===== src/rtl/ssr_pkg.sv =====
package ssr_pkg;
  localparam int ADDR_W  = 8;
  localparam int WORD_W  = 32;
  localparam int CHAIN_W = WORD_W + ADDR_W;

  localparam logic [ADDR_W-1:0] A_MODE    = 8'h00;
  localparam logic [ADDR_W-1:0] A_MUX     = 8'h02;
  localparam logic [ADDR_W-1:0] A_SWITCH  = 8'h08;
  localparam logic [ADDR_W-1:0] A_RSTCTL  = 8'h80;
  localparam logic [ADDR_W-1:0] A_VERSION = 8'hFF;
endpackage


===== src/rtl/ssr_sync.sv =====
module ssr_sync #(
  parameter int           W      = 1,
  parameter int           STAGES = 2,
  parameter logic [W-1:0] INIT   = '0
) (
  input  logic         clk,
  input  logic         rst_n,
  input  logic [W-1:0] d_i,
  output logic [W-1:0] q_o
);
  logic [W-1:0] stg_q [STAGES];

  always_ff @(posedge clk or negedge rst_n) begin
    if (!rst_n) begin
      for (int s = 0; s < STAGES; s++) stg_q[s] <= INIT;
    end else begin
      stg_q[0] <= d_i;
      for (int s = 1; s < STAGES; s++) stg_q[s] <= stg_q[s-1];
    end
  end

  assign q_o = stg_q[STAGES-1];
endmodule


===== src/rtl/ssr_shifter.sv =====
module ssr_shifter
  import ssr_pkg::*;
#(
  parameter int DATA_W = WORD_W
) (
  input  logic              clk,
  input  logic              rst_n,
  input  logic              sclk_s,
  input  logic              strobe_n_s,
  input  logic              mosi_s,
  input  logic [DATA_W-1:0] rd_data_i,
  output logic              wr_en_o,
  output logic              rd_en_o,
  output logic [ADDR_W-1:0] addr_o,
  output logic [DATA_W-1:0] wr_data_o,
  output logic              miso_o
);
  localparam int LINK_W = DATA_W + ADDR_W;

  logic              sclk_d;
  logic              sclk_rise, sclk_fall;
  logic [LINK_W-1:0] link_q;
  logic [DATA_W-1:0] out_q;

  assign sclk_rise = sclk_s & ~sclk_d;
  assign sclk_fall = ~sclk_s & sclk_d;

  always_ff @(posedge clk or negedge rst_n) begin
    if (!rst_n) begin
      sclk_d  <= 1'b0;
      link_q  <= '0;
      wr_en_o <= 1'b0;
      rd_en_o <= 1'b0;
    end else begin
      sclk_d  <= sclk_s;
      wr_en_o <= 1'b0;
      rd_en_o <= 1'b0;
      if (sclk_rise) begin
        if (strobe_n_s) link_q <= {link_q[LINK_W-2:0], mosi_s};
        else begin
          wr_en_o <= mosi_s;
          rd_en_o <= ~mosi_s;
        end
      end
    end
  end

  assign addr_o    = link_q[ADDR_W-1:0];
  assign wr_data_o = link_q[LINK_W-1:ADDR_W];

  always_ff @(posedge clk or negedge rst_n) begin
    if (!rst_n)                       out_q <= '0;
    else if (rd_en_o)                 out_q <= rd_data_i;
    else if (sclk_fall && strobe_n_s) out_q <= {out_q[DATA_W-2:0], 1'b0};
  end

  assign miso_o = out_q[DATA_W-1];

  // a command can only be issued from a strobe-low clock pulse
  assert_cmd_needs_strobe_R4: assert property (@(posedge clk) disable iff (!rst_n)
    (wr_en_o || rd_en_o) |-> $past(!strobe_n_s));
  assert_cmd_exclusive_R4: assert property (@(posedge clk) disable iff (!rst_n)
    $onehot0({wr_en_o, rd_en_o}));
  // the serial output only moves on a load or a strobe-high falling edge
  assert_miso_hold_R5: assert property (@(posedge clk) disable iff (!rst_n)
    (!rd_en_o && !(sclk_fall && strobe_n_s)) |=> $stable(miso_o));
endmodule


===== src/rtl/ssr_regbank.sv =====
module ssr_regbank
  import ssr_pkg::*;
#(
  parameter int                DATA_W       = WORD_W,
  parameter logic [DATA_W-1:0] VERSION_WORD = '0
) (
  input  logic              clk,
  input  logic              rst_n,
  input  logic              wr_en_i,
  input  logic [ADDR_W-1:0] addr_i,
  input  logic [DATA_W-1:0] wr_data_i,
  input  logic [DATA_W-1:0] sw_i,
  output logic [DATA_W-1:0] rd_data_o,
  output logic [DATA_W-1:0] mode_o,
  output logic [DATA_W-1:0] mux_o,
  output logic              rst_req_o
);
  localparam logic [DATA_W-1:0] RST_KEY = DATA_W'(1);

  logic [DATA_W-1:0] mode_q, mux_q, rstctl_q;

  always_ff @(posedge clk or negedge rst_n) begin
    if (!rst_n) begin
      mode_q    <= '0;
      mux_q     <= '0;
      rstctl_q  <= '0;
      rst_req_o <= 1'b0;
    end else begin
      rst_req_o <= 1'b0;
      if (rstctl_q == RST_KEY) begin
        rst_req_o <= 1'b1;
        rstctl_q  <= '0;
      end
      if (wr_en_i) begin
        case (addr_i)
          A_MODE:   mode_q   <= wr_data_i;
          A_MUX:    mux_q    <= wr_data_i;
          A_RSTCTL: rstctl_q <= wr_data_i;
          default:  ;
        endcase
      end
    end
  end

  always_comb begin
    case (addr_i)
      A_MODE:    rd_data_o = mode_q;
      A_MUX:     rd_data_o = mux_q;
      A_SWITCH:  rd_data_o = sw_i;
      A_RSTCTL:  rd_data_o = rstctl_q;
      A_VERSION: rd_data_o = VERSION_WORD;
      default:   rd_data_o = '0;
    endcase
  end

  assign mode_o = mode_q;
  assign mux_o  = mux_q;

  // the reset request never lasts more than one cycle
  assert_rst_pulse_R8: assert property (@(posedge clk) disable iff (!rst_n)
    rst_req_o |=> !rst_req_o);
  // writes elsewhere leave mode and mux alone
  assert_mode_hold_R7: assert property (@(posedge clk) disable iff (!rst_n)
    (wr_en_i && addr_i != A_MODE) |=> $stable(mode_q));
  assert_mux_hold_R6: assert property (@(posedge clk) disable iff (!rst_n)
    (wr_en_i && addr_i != A_MUX) |=> $stable(mux_q));
  // without a commit nothing in the bank changes
  assert_no_commit_R4: assert property (@(posedge clk) disable iff (!rst_n)
    !wr_en_i |=> ($stable(mode_q) && $stable(mux_q)));
endmodule


===== src/rtl/ssr_slave.sv =====
module ssr_slave
  import ssr_pkg::*;
#(
  parameter int                DATA_W       = WORD_W,
  parameter int                SYNC_STAGES  = 2,
  parameter logic [DATA_W-1:0] VERSION_WORD = 32'h0002_0117
) (
  input  logic              clk,
  input  logic              rst_n,
  input  logic              sclk_i,
  input  logic              strobe_n_i,
  input  logic              mosi_i,
  input  logic [DATA_W-1:0] sw_i,
  output logic              miso_o,
  output logic [DATA_W-1:0] mode_o,
  output logic [DATA_W-1:0] mux_o,
  output logic              sys_rst_req_o
);
  logic [2:0]        pins_s;
  logic              wr_en, rd_en;
  logic [ADDR_W-1:0] addr;
  logic [DATA_W-1:0] wr_data, rd_data;

  ssr_sync #(.W(3), .STAGES(SYNC_STAGES), .INIT(3'b010)) u_sync (
    .clk   (clk),
    .rst_n (rst_n),
    .d_i   ({sclk_i, strobe_n_i, mosi_i}),
    .q_o   (pins_s)
  );

  ssr_shifter #(.DATA_W(DATA_W)) u_shift (
    .clk        (clk),
    .rst_n      (rst_n),
    .sclk_s     (pins_s[2]),
    .strobe_n_s (pins_s[1]),
    .mosi_s     (pins_s[0]),
    .rd_data_i  (rd_data),
    .wr_en_o    (wr_en),
    .rd_en_o    (rd_en),
    .addr_o     (addr),
    .wr_data_o  (wr_data),
    .miso_o     (miso_o)
  );

  ssr_regbank #(.DATA_W(DATA_W), .VERSION_WORD(VERSION_WORD)) u_bank (
    .clk       (clk),
    .rst_n     (rst_n),
    .wr_en_i   (wr_en),
    .addr_i    (addr),
    .wr_data_i (wr_data),
    .sw_i      (sw_i),
    .rd_data_o (rd_data),
    .mode_o    (mode_o),
    .mux_o     (mux_o),
    .rst_req_o (sys_rst_req_o)
  );

  // outputs quiet straight after reset
  assert_reset_quiet_R1: assert property (@(posedge clk) disable iff (!rst_n)
    $rose(rst_n) |-> (!sys_rst_req_o && mode_o == '0 && mux_o == '0));
endmodule


===== config.mk =====
export PLATFORM = sky130hd
export DESIGN_NAME = ssr_slave
export DESIGN_NICKNAME = d
export VERILOG_FILES = /design/src/rtl/ssr_pkg.sv /design/src/rtl/ssr_sync.sv /design/src/rtl/ssr_shifter.sv /design/src/rtl/ssr_regbank.sv /design/src/rtl/ssr_slave.sv
export SDC_FILE = /design/constraint.sdc
export NUM_CORES = 1
export LEC_CHECK = 0
export BUFFER_PORTS_ARGS = -buffer_cell sky130_fd_sc_hd__buf_2
export CORE_ASPECT_RATIO = 0.7
export CORE_MARGIN = 2
export CORE_UTILIZATION = 52
export DETAILED_ROUTE_END_ITERATION = 10
export PLACE_DENSITY = 0.78
export SYNTH_ARGS = -nofsm -noshare
export SYNTH_HDL_FRONTEND = slang
export SYNTH_SLANG_ARGS = --single-unit
export TNS_END_PERCENT = 50

===== constraint.sdc =====
create_clock -name clk -period 2.7 [get_ports clk]
set_input_delay 0.135 -clock clk [delete_from_list [all_inputs] [get_ports clk]]
set_output_delay 0.135 -clock clk [all_outputs]
set_load 0.05 [all_outputs]

* After elaboration in Yosys (flattened, before gate mapping)
Index checks and enable logic that the tools add are counted.
** Word-level totals
- Flip-flop bits (word level) :: 178
- Bits in latches :: 0
- RAM bits :: 0
- Memory bits (read-only) :: 0
- Bits of input ports :: 37
- Output and inout bits :: 66
- Logic and storage cells :: 38
- Memories kept :: 0
** Operators by class
- Add/subtract/negate cells :: 0
- Multipliers :: 0
- Div/mod/pow operators :: 0
- Magnitude comparators :: 0
- Equal/unequal tests :: 5
- Shift operators :: 0
- Mux-type cells :: 11
- Bitwise gates (word level) :: 5
- Reduce and logical (&&, ||, !) cells :: 6
** Operator list (number)
- two-way mux 32 bit :: 5
- case mux 32 bit (5 select lines) :: 1
- equality test 32 x 1 -> 1 bit, second input constant :: 1
- equality test 8 bit, second input constant :: 2
- equality test 8 x 2 -> 1 bit, second input constant :: 1
- equality test 8 x 4 -> 1 bit, second input constant :: 1
- zero test 8 bit :: 1
- AND reduction 2 bit :: 3
- two-way mux 1 bit :: 5
- NOT 1 bit :: 3
- bitwise AND 1 bit :: 2
- nonzero test 2 bit :: 1
- logical AND 1 bit :: 1

* Longest topological paths before layout
Gate-level depths: netlist of the first run.
- Word-level depth :: 5
- Depth in mapped cells :: 8
- Mapped depth without buffers :: 4

* By module
From an unflattened synthesis of the first run, not the netlist that was laid out.
** Unflattened totals
- Cells, all modules :: 623
- Area, all modules :: 8135.3 um^2
** By module, submodules not included
- ssr_regbank :: times used 1, cells an instance 349, area an instance 4712.0 um^2, seq. area each 2427.3 um^2
- ssr_shifter :: times used 1, cells an instance 265, area an instance 3248.1 um^2, seq. area each 1876.8 um^2
- ssr_sync :: times used 1, cells an instance 9, area an instance 175.2 um^2, seq. area each 152.6 um^2

* Least setup slack after synthesis of the first run
Ideal clock, no wire load.
- Path type :: register to register
- Start point :: reg u_shift.link_q[1]
- End point :: reg u_bank.mode_q[10] (netlist: u_bank.mode_o[10])
- Setup time :: 0.125 ns
- Arrival :: 1.736 ns
- Required time :: 2.575 ns
- Slack :: 0.839 ns
- Stages on the path, launching flop included :: 8
- Path buffers :: 3
- Clock period less this slack :: 1.861 ns
- Cell sequence :: dfrtp_1 > buf_6 > or3_1 > buf_2 > nor4_4 > nand2_2 > buf_6 > mux2_4
** On the way
- Longest elaborated chain between the ends :: 2
** RTL lines
- from (decl) :: RTL line ssr_shifter.sv:22 : logic [LINK_W-1:0] link_q;
- from (signal assigned) :: RTL line ssr_shifter.sv:39 : if (strobe_n_s) link_q <= {link_q[LINK_W-2:0], mosi_s};
- zero test 8 bit :: RTL line ssr_regbank.sv:35 : case (addr_i)
- AND reduction 2 bit (no source line)
- to (signal assigned) :: RTL line ssr_regbank.sv:36 : A_MODE: mode_q <= wr_data_i;
- to (decl) :: RTL line ssr_regbank.sv:20 : logic [DATA_W-1:0] mode_q, mux_q, rstctl_q;
No other way between the ends.
A chain may end at the register's enable or synchronous reset.

* Worst setup path in the final report of the first run
- Start point :: reg u_shift.link_q[1]
- End point :: reg u_shift.out_q[3]
** On the way
- Longest elaborated chain between the ends :: 3
- Elaborated cells between the ends (all ways) :: 7
- Those cells by class :: eq/ne (4); mux (2); reduce/logical (1)
** RTL lines
- equality test 8 bit, or another cell as far along :: RTL line ssr_regbank.sv:46 : case (addr_i)
- case mux 32 bit (5 select lines) * :: RTL line ssr_regbank.sv:46
- two-way mux 32 bit * :: RTL line ssr_shifter.sv:53 : else if (rd_en_o) out_q <= rd_data_i;
- to (signal assigned) :: RTL line ssr_shifter.sv:53
- to (signal assigned) :: RTL line ssr_shifter.sv:54 : else if (sclk_fall && strobe_n_s) out_q <= {out_q[DATA_W-2:0], 1'b0};
- to (decl) :: RTL line ssr_shifter.sv:23 : logic [DATA_W-1:0] out_q;
Mark *: on every way between the ends. The rest lies on a longest branch, timed or not.

==> summary.txt, run 1 <==
Finish
  – Layout fillers: 1166
  – Fin nets: 790
  – Layout cells sized above 1: 0.393
  – Design Area, Final: 0.00965 mm²
  – # diodes: 0
  – Reg area: 0.00446 mm²
  – Non-Filler Instances: 966
  – Multi-input logic area: 0.00353 mm²
  – Area Overhead vs Synth: 17.5%

Clock network
  – Skew-Pair Late Insertion Delay: 440 ps
  – CTS max path bufs: 2
  – CTS tree: yes
  – Post-CTS Setup Inserts: 0
  – H-tree depth: 4
  – Reg clk slew, reported paths: 70 ps
  – Post-CTS resize count: 0
  – Total CTS buffers: 17
  – Hold buffer count at cts: 4
  – Sink Count: 178
  – CTS root buf: clkbuf_16

Pwr
  – PD cells: 712 mW/mm²
  – P_leak: 4.88 nW
  – Internal power: 4.80 mW
  – Max rail drop VDD: 0.000490 V
  – Switching part of the total power: 0.301
  – Sequential share of power: 0.442
  – Logic gate share of total power: 0.185
  – P_sw: 2.07 mW
  – Design Power: 6.87 mW
  – Clock Power Share: 0.373

Die
  – Die footprint: 0.0168 mm²
  – Rows: 38
  – Die X: 154 µm
  – DIE HEIGHT: 109 µm
  – Core region area: 0.0155 mm²
  – # IOs: 103
  – Initial core utilization: 0.531

Route
  – Average routed wire per standard cell: 22.5 µm
  – Drt first pass iters: 5
  – Via count: 5947
  – Vias per inst: 6.16
  – DRT iter0 DRCs: 610
  – Antenna viol nets, final: 0
  – DRC: 0
  – Final wirelength: 21700 µm

Synth
  – EDFF count, synth: 0
  – Synth async-reset ratio: 1.00
  – Synth warn: 0
  – Post-synth top area cell: dfrtp_1
  – Syn nets: 681
  – Library cells used by synthesis: 44
  – Post-synthesis average cell area: 12.8 µm²
  – Synthesis-stage register bit count: 178
  – Synthesized area: 0.00821 mm²
  – Top cell type's share of synthesized area: 0.536
  – Gate Count Post-Synth: 644
  – Synth Flop Type: dfrtp_1
  – Sequential-to-total area share from yosys stat: 0.543
  – Largest cells by area after synthesis: dfrtp_1, mux2_2, mux2_4, mux2i_1, nand2_1

Timing
  – Setup_tns: 0 ps
  – Max-slew violations: 0
  – RSZ-0062 raised after global routing: no
  – Hold Fails Final Rpt: 0
  – Slew headroom: 0.399
  – Setup Skew: 11.2 ps
  – # setup viols final: 0
  – Fin crit period: 2300 ps
  – Fmax: 0.434 GHz
  – Worst slew pin tran: 900 ps
  – Final period util: 0.853

GRT
  – Vias in the first global route: 5986
  – Total track usage: 0.265
  – Global-route wire length before repair: 33500 µm
  – Largest net degree at the start of global routing: 95
  – Gr ovfl total: 0
  – Initial antenna violation count: 0

Worst setup path
  – Most frequent CP cell: buf_4
  – Crit-path max FO: 12
  – Max stage delay on crit path: 530 ps
  – Worst path slowest cell: and3_1
  – Crit start category: flop
  – CP Data Required Time: 3020 ps
  – Reg2reg start: u_shift.link_q[1]$_DFFE_PN0P_
  – Beginning of the critical path: u_shift.link_q[1]$_DFFE_PN0P_
  – Arr. time, crit path: 2620 ps
  – Cell chain of the critical path: buf_4 -> nor3_1 -> and3_1 -> buf_4 -> nand2_1 -> a311oi_1
  – CP bufs+invs: 2
  – CP endpoint kind: flop
  – Top Family by Delay on Critical Path: simple AND/OR/NAND/NOR gates
  – CP Class: reg -> reg

Placed design
  – Dpl cells: 930
  – Detailed Place HPWL: 14700 µm
  – RD Place Congestion: 0.918
  – Port Buffers: 102
  – Area post-placement: 0.00900 mm²

Hold path
  – Min-delay src: sw_i[8]
  – Hold WC Path Type: in -> reg

Run
  – Max Cap Viol: 0

Status
  – Status: completed
==> cell families after synthesis <==
| kind of cell | synth area share |
|---|---|
| DFF | 0.543 |
| muxes | 0.233 |
| AOI/OAI and AO/OA | 0.118 |
| and+or+nand+nor | 0.0789 |
| buffers and inverters | 0.0279 |
==> layout by cell type (no fill, tap or decap), drive strengths merged, types with 7 or more instances in the layout <==
cell type	netlist	layout
dfrtp	176	176
buf	26	133
mux2	133	133
nand2	59	59
mux2i	30	30
a21oi	20	20
and2	19	19
a22oi	17	17
a211oi	17	17
clkbuf	21	17
o22ai	15	15
a21o	13	13
o21bai	13	13
o2bb2ai	13	13
a311oi	13	13
nor4	9	9
nor2	8	8
clkinv	0	7
==> worst register-to-register path, stage by stage, from the launching register on <==
cell	delay [ps]
dfrtp_1	480
buf_4	260
nor3_1	320
and3_1	530
buf_4	270
nand2_1	70
a311oi_1	260
==> worst paths after layout <==
kind                                             endpoint  slack [ps]  cells past startpoint
hold / removal               u_shift.out_q[8]$_DFFE_PN0P_         140                      4
setup / recovery             u_shift.out_q[3]$_DFFE_PN0P_         400                      6
min in group asynchronous         u_sync.q_o[2]$_DFF_PN0_         360                      2
hold reg to reg                   u_sync.q_o[1]$_DFF_PN1_         360                      0
max in group asynchronous  u_shift.link_q[32]$_DFFE_PN0P_        1520                      3
setup reg to reg             u_shift.out_q[3]$_DFFE_PN0P_         400                      6
==> layer usage <==
layer  vias to the layer above  routed length [µm]  track usage
li1                       2606                   -            -
met1                      3036                9900        0.381
met2                       267                9560        0.385
met3                        38                1790       0.0652
met4                         0                 474        0.113
met5                         -                   0            0
==> flip-flops by register name, summed over array words and instances (netlist names) <==
name	count
u_shift.sclk_d	1
u_shift.out_q	32
u_shift.rd_en_o	1
u_sync.q_o	3
u_bank.mux_o	32
u_shift.link_q	40
u_shift.wr_en_o	1
u_bank.mode_o	32
u_bank.rstctl_q	32
u_bank.rst_req_o	1
u_sync.stg_q	3
==> cell type report <==
cell class              count  share of cell area
multi-input cells         418               0.366
clock buffers              17              0.0441
well taps                 200              0.0259
flip-flops and latches    178               0.462
clock inverters            15              0.0189
repair buffers            137              0.0831
inverters                   1            0.000389
==> metrics by stage <==
step                      setup WS (ps)   util  hold WS [ps]
final                               397  0.624           137
after global routing                363  0.624           111
after CTS                           487  0.624          92.9
after detailed placement            531  0.582           245
after global placement              575  0.582           250
after floorplan                     839      -          -161
==> power groups by stage <==
stage               sequential [mW]  clock [mW]  combinational, mW
floorplan                      2.98           0              0.863
global placement               3.06           0               1.19
detailed placement             3.08           0               1.23
CTS                            3.03        2.59               1.25
global route                   3.05        2.71               1.36
finish                         3.04        2.56               1.27
==> synthesized netlist by cell type, types with 2 or more instances <==
cell	instances
a211oi_1	17
a21o_1	13
a21oi_1	20
a22oi_1	17
a2bb2oi_1	2
a311oi_1	13
a31oi_1	2
and2_1	19
buf_1	7
buf_2	15
buf_6	4
clkbuf_1	21
dfrtp_1	176
dfstp_2	2
mux2_1	4
mux2_2	99
mux2_4	30
mux2i_1	30
nand2_1	58
nand3b_1	3
nand4_1	5
nor2_1	8
nor2b_1	4
nor3_1	2
nor4_1	7
nor4_4	2
nor4b_1	2
o21ai_0	6
o21bai_1	13
o22ai_1	15
o2bb2ai_1	13
or3_1	3
Power figures use the tool's default switching activity.
==> run 2: changes to the inputs <==
--- a/config.mk
+++ b/config.mk
@@ -13,2 +13,4 @@
 export PLACE_DENSITY = 0.78
+export SKIP_CTS_REPAIR_TIMING = 1
+export SKIP_LAST_GASP = 1
 export SYNTH_ARGS = -nofsm -noshare
==> constraint.sdc (replaced) <==
create_clock -name clk -period 2.7 [get_ports clk]
set_input_delay 0 -clock clk [delete_from_list [all_inputs] [get_ports clk]]
set_output_delay 0 -clock clk [all_outputs]
set_load 0.05 [all_outputs]
==> summary.txt, run 2 (synthesis gave the netlist of run 1 again) <==
Timing
  – Fmax: 0.455 GHz (was 0.434 GHz)
  – Fin crit period: 2200 ps (was 2300 ps)
  – Hold Fails Final Rpt: 1 (was 0)
  – Setup Skew: 9.83 ps (was 11.2 ps)
  – Max-slew violations: 0 (unchanged)
  – Final period util: 0.814 (was 0.853)
  – Worst slew pin tran: 816 ps (was 900 ps)
  – Slew headroom: 0.455 (was 0.399)
  – # setup viols final: 0 (unchanged)
  – Hold slack: -16.5 ps (was 137 ps)
  – Setup_tns: 0 ps (unchanged)
  – RSZ-0062 raised after global routing: no (unchanged)

Finish
  – Reg area: 0.00446 mm² (unchanged)
  – Number of flip-flops under the largest register name: 40 (unchanged)
  – Layout fillers: 1180 (was 1166)
  – Layout cells sized above 1: 0.388 (was 0.393)
  – Multi-input logic area: 0.00353 mm² (unchanged)
  – # diodes: 0 (unchanged)
  – Non-Filler Instances: 963 (was 966)
  – Leading cell type in the layout, fill and taps excluded: dfrtp_1 (unchanged)
  – Top reg by flops: u_shift.link_q (unchanged)
  – Fin nets: 787 (was 790)
  – Area Overhead vs Synth: 17.7% (was 17.5%)
  – Design Area, Final: 0.00966 mm² (was 0.00965 mm²)
  – Most frequent cells in the layout: dfrtp_1, buf_2, mux2_2 (unchanged)

Worst setup path
  – Max stage delay on crit path: 590 ps (was 530 ps)
  – CP endpoint kind: flop (unchanged)
  – R2R Path End: u_bank.mode_o[3]$_DFFE_PN0P_ (was u_shift.out_q[3]$_DFFE_PN0P_)
  – Worst reg2reg path depth: 5 (was 6)
  – CP Data Required Time: 3010 ps (was 3020 ps)
  – Crit-path max FO: 19 (was 12)
  – CP Class: reg -> reg (unchanged)
  – Cell chain of the critical path: or3_1 -> nor4_4 -> nand2_2 -> buf_4 -> mux2_4 (was buf_4 -> nor3_1 -> and3_1 -> buf_4 -> nand2_1 -> a311oi_1)
  – CP bufs+invs: 1 (was 2)
  – Top Family by Delay on Critical Path: simple AND/OR/NAND/NOR gates (unchanged)
  – Flop-to-flop setup slack: 500 ps (was 400 ps)
  – Arr. time, crit path: 2510 ps (was 2620 ps)
  – Crit start category: flop (unchanged)
  – Worst path slowest cell: or3_1 (was and3_1)
  – Reg2reg start: u_shift.link_q[0]$_DFFE_PN0P_ (was u_shift.link_q[1]$_DFFE_PN0P_)

GRT
  – GR peak layer: met2 (unchanged)
  – Largest net degree at the start of global routing: 91 (was 95)
  – Met2 Usage GRT: 0.406 (was 0.385)
  – Global-route wire length before repair: 34300 µm (was 33500 µm)
  – Gr ovfl total: 0 (unchanged)
  – Initial antenna violation count: 0 (unchanged)
  – M3 GR Usage: 0.0596 (was 0.0652)
  – Vias in the first global route: 5953 (was 5986)
  – GRT met1 Usage: 0.404 (was 0.381)
  – Total track usage: 0.273 (was 0.265)

Pwr
  – Clock Power Share: 0.387 (was 0.373)
  – Logic gate share of total power: 0.182 (was 0.185)
  – P_sw: 2.04 mW (was 2.07 mW)
  – Max rail drop VDD: 0.000475 V (was 0.000490 V)
  – Internal power: 4.97 mW (was 4.80 mW)
  – PD cells: 725 mW/mm² (was 712 mW/mm²)
  – Switching part of the total power: 0.291 (was 0.301)
  – Sequential share of power: 0.431 (was 0.442)
  – P_leak: 4.87 nW (was 4.88 nW)

Placed design
  – Dpl cells: 927 (was 930)
  – Port Buffers: 102 (unchanged)
  – RD Place Congestion: 0.884 (was 0.918)
  – Area post-placement: 0.00898 mm² (was 0.00900 mm²)
  – Detailed Place HPWL: 14900 µm (was 14700 µm)

Clock network
  – Sink Count: 178 (unchanged)
  – H-tree depth: 4 (unchanged)
  – Reg clk slew, reported paths: 70 ps (about the same)
  – Total CTS buffers: 17 (unchanged)
  – CTS max path bufs: 2 (unchanged)
  – Skew-Pair Late Insertion Delay: 430 ps (was 440 ps)
  – CTS tree: yes (unchanged)
  – CTS root buf: clkbuf_16 (unchanged)

Route
  – DRT iter0 DRCs: 561 (was 610)
  – DRC: 0 (unchanged)
  – Vias per inst: 6.23 (was 6.16)
  – Final wirelength: 22200 µm (was 21700 µm)
  – Antenna viol nets, final: 0 (unchanged)
  – Via count: 5998 (was 5947)
  – Drt first pass iters: 5 (unchanged)
  – Average routed wire per standard cell: 23.0 µm (was 22.5 µm)

Status
  – Failing checks: hold timing
  – Status: finished with violations (was completed)

Die
  – Die footprint: 0.0168 mm² (unchanged)
  – # IOs: 103 (unchanged)
  – Core region area: 0.0155 mm² (unchanged)
  – Rows: 38 (unchanged)
  – Initial core utilization: 0.531 (unchanged)
  – Die X: 154 µm (unchanged)
  – DIE HEIGHT: 109 µm (unchanged)

Hold path
  – Worst Hold End: u_shift.out_q[8]$_DFFE_PN0P_ (unchanged)
  – Hold WC Path Type: in -> reg (unchanged)
  – Min-delay src: sw_i[8] (unchanged)
  – Hold path cells: 4 (unchanged)

Run
  – Max Cap Viol: 0 (unchanged)
run 2: worst register-to-register path: stages, from the launching register on:
cell and delay (ps):
dfrtp_1 470, or3_1 590, nor4_4 280, nand2_2 110, buf_4 270, mux2_4 350
run 2: cell type report:
type / count / share of cell area
Timing Repair Buffer: 134 / 0.0807
Multi-Input combinational cell: 418 / 0.365
Tap cell: 200 / 0.0259
Sequential cell: 178 / 0.461
Clock buffer: 22 / 0.0491
Clock inverter: 10 / 0.0177
Inverter: 1 / 0.000388
run 2: metrics by stage:
stage / power (mW) / worst slack, ps / util
after floorplan: 3.84 / 839 / -
after global placement: 4.25 / 625 / 0.581
after detailed placement: 4.30 / 540 / 0.581
after CTS: 6.99 / 507 / 0.623
after global routing: 7.23 / 361 / 0.625
final: 7.01 / 504 / 0.625
run 2: power groups by stage:
stage | Sequential (mW) | Combinational (mW) | Clock (mW)
4_1_cts | 3.02 | 1.24 | 2.73
5_1_grt | 3.04 | 1.35 | 2.84
2_1_floorplan | 2.98 | 0.863 | 0
3_3_place_gp | 3.05 | 1.21 | 0
3_5_place_dp | 3.06 | 1.23 | 0
6_report | 3.02 | 1.27 | 2.71
run 2: worst max-delay path by stage:
stage	slack [ps]	startpoint	cells past startpoint	endpoint
finish	500	u_shift.link_q[0]$_DFFE_PN0P_	5	u_bank.mode_o[3]$_DFFE_PN0P_
global route	360	u_shift.link_q[1]$_DFFE_PN0P_	6	u_shift.out_q[5]$_DFFE_PN0P_
CTS	510	u_shift.link_q[0]$_DFFE_PN0P_	5	u_bank.mode_o[3]$_DFFE_PN0P_
detailed placement	540	u_shift.link_q[0]$_DFFE_PN0P_	5	u_bank.mode_o[3]$_DFFE_PN0P_
global placement	620	u_shift.link_q[0]$_DFFE_PN0P_	5	u_bank.mode_o[24]$_DFFE_PN0P_
floorplan	840	u_shift.link_q[1]$_DFFE_PN0P_	7	u_bank.mode_o[10]$_DFFE_PN0P_
run 2: per-layer routing:
layer  vias to the layer above  part of all wire
met5                         -                 0
met4                         0             0.017
met3                        32             0.079
met2                       281              0.44
met1                      3091              0.46
li1                       2594                 -
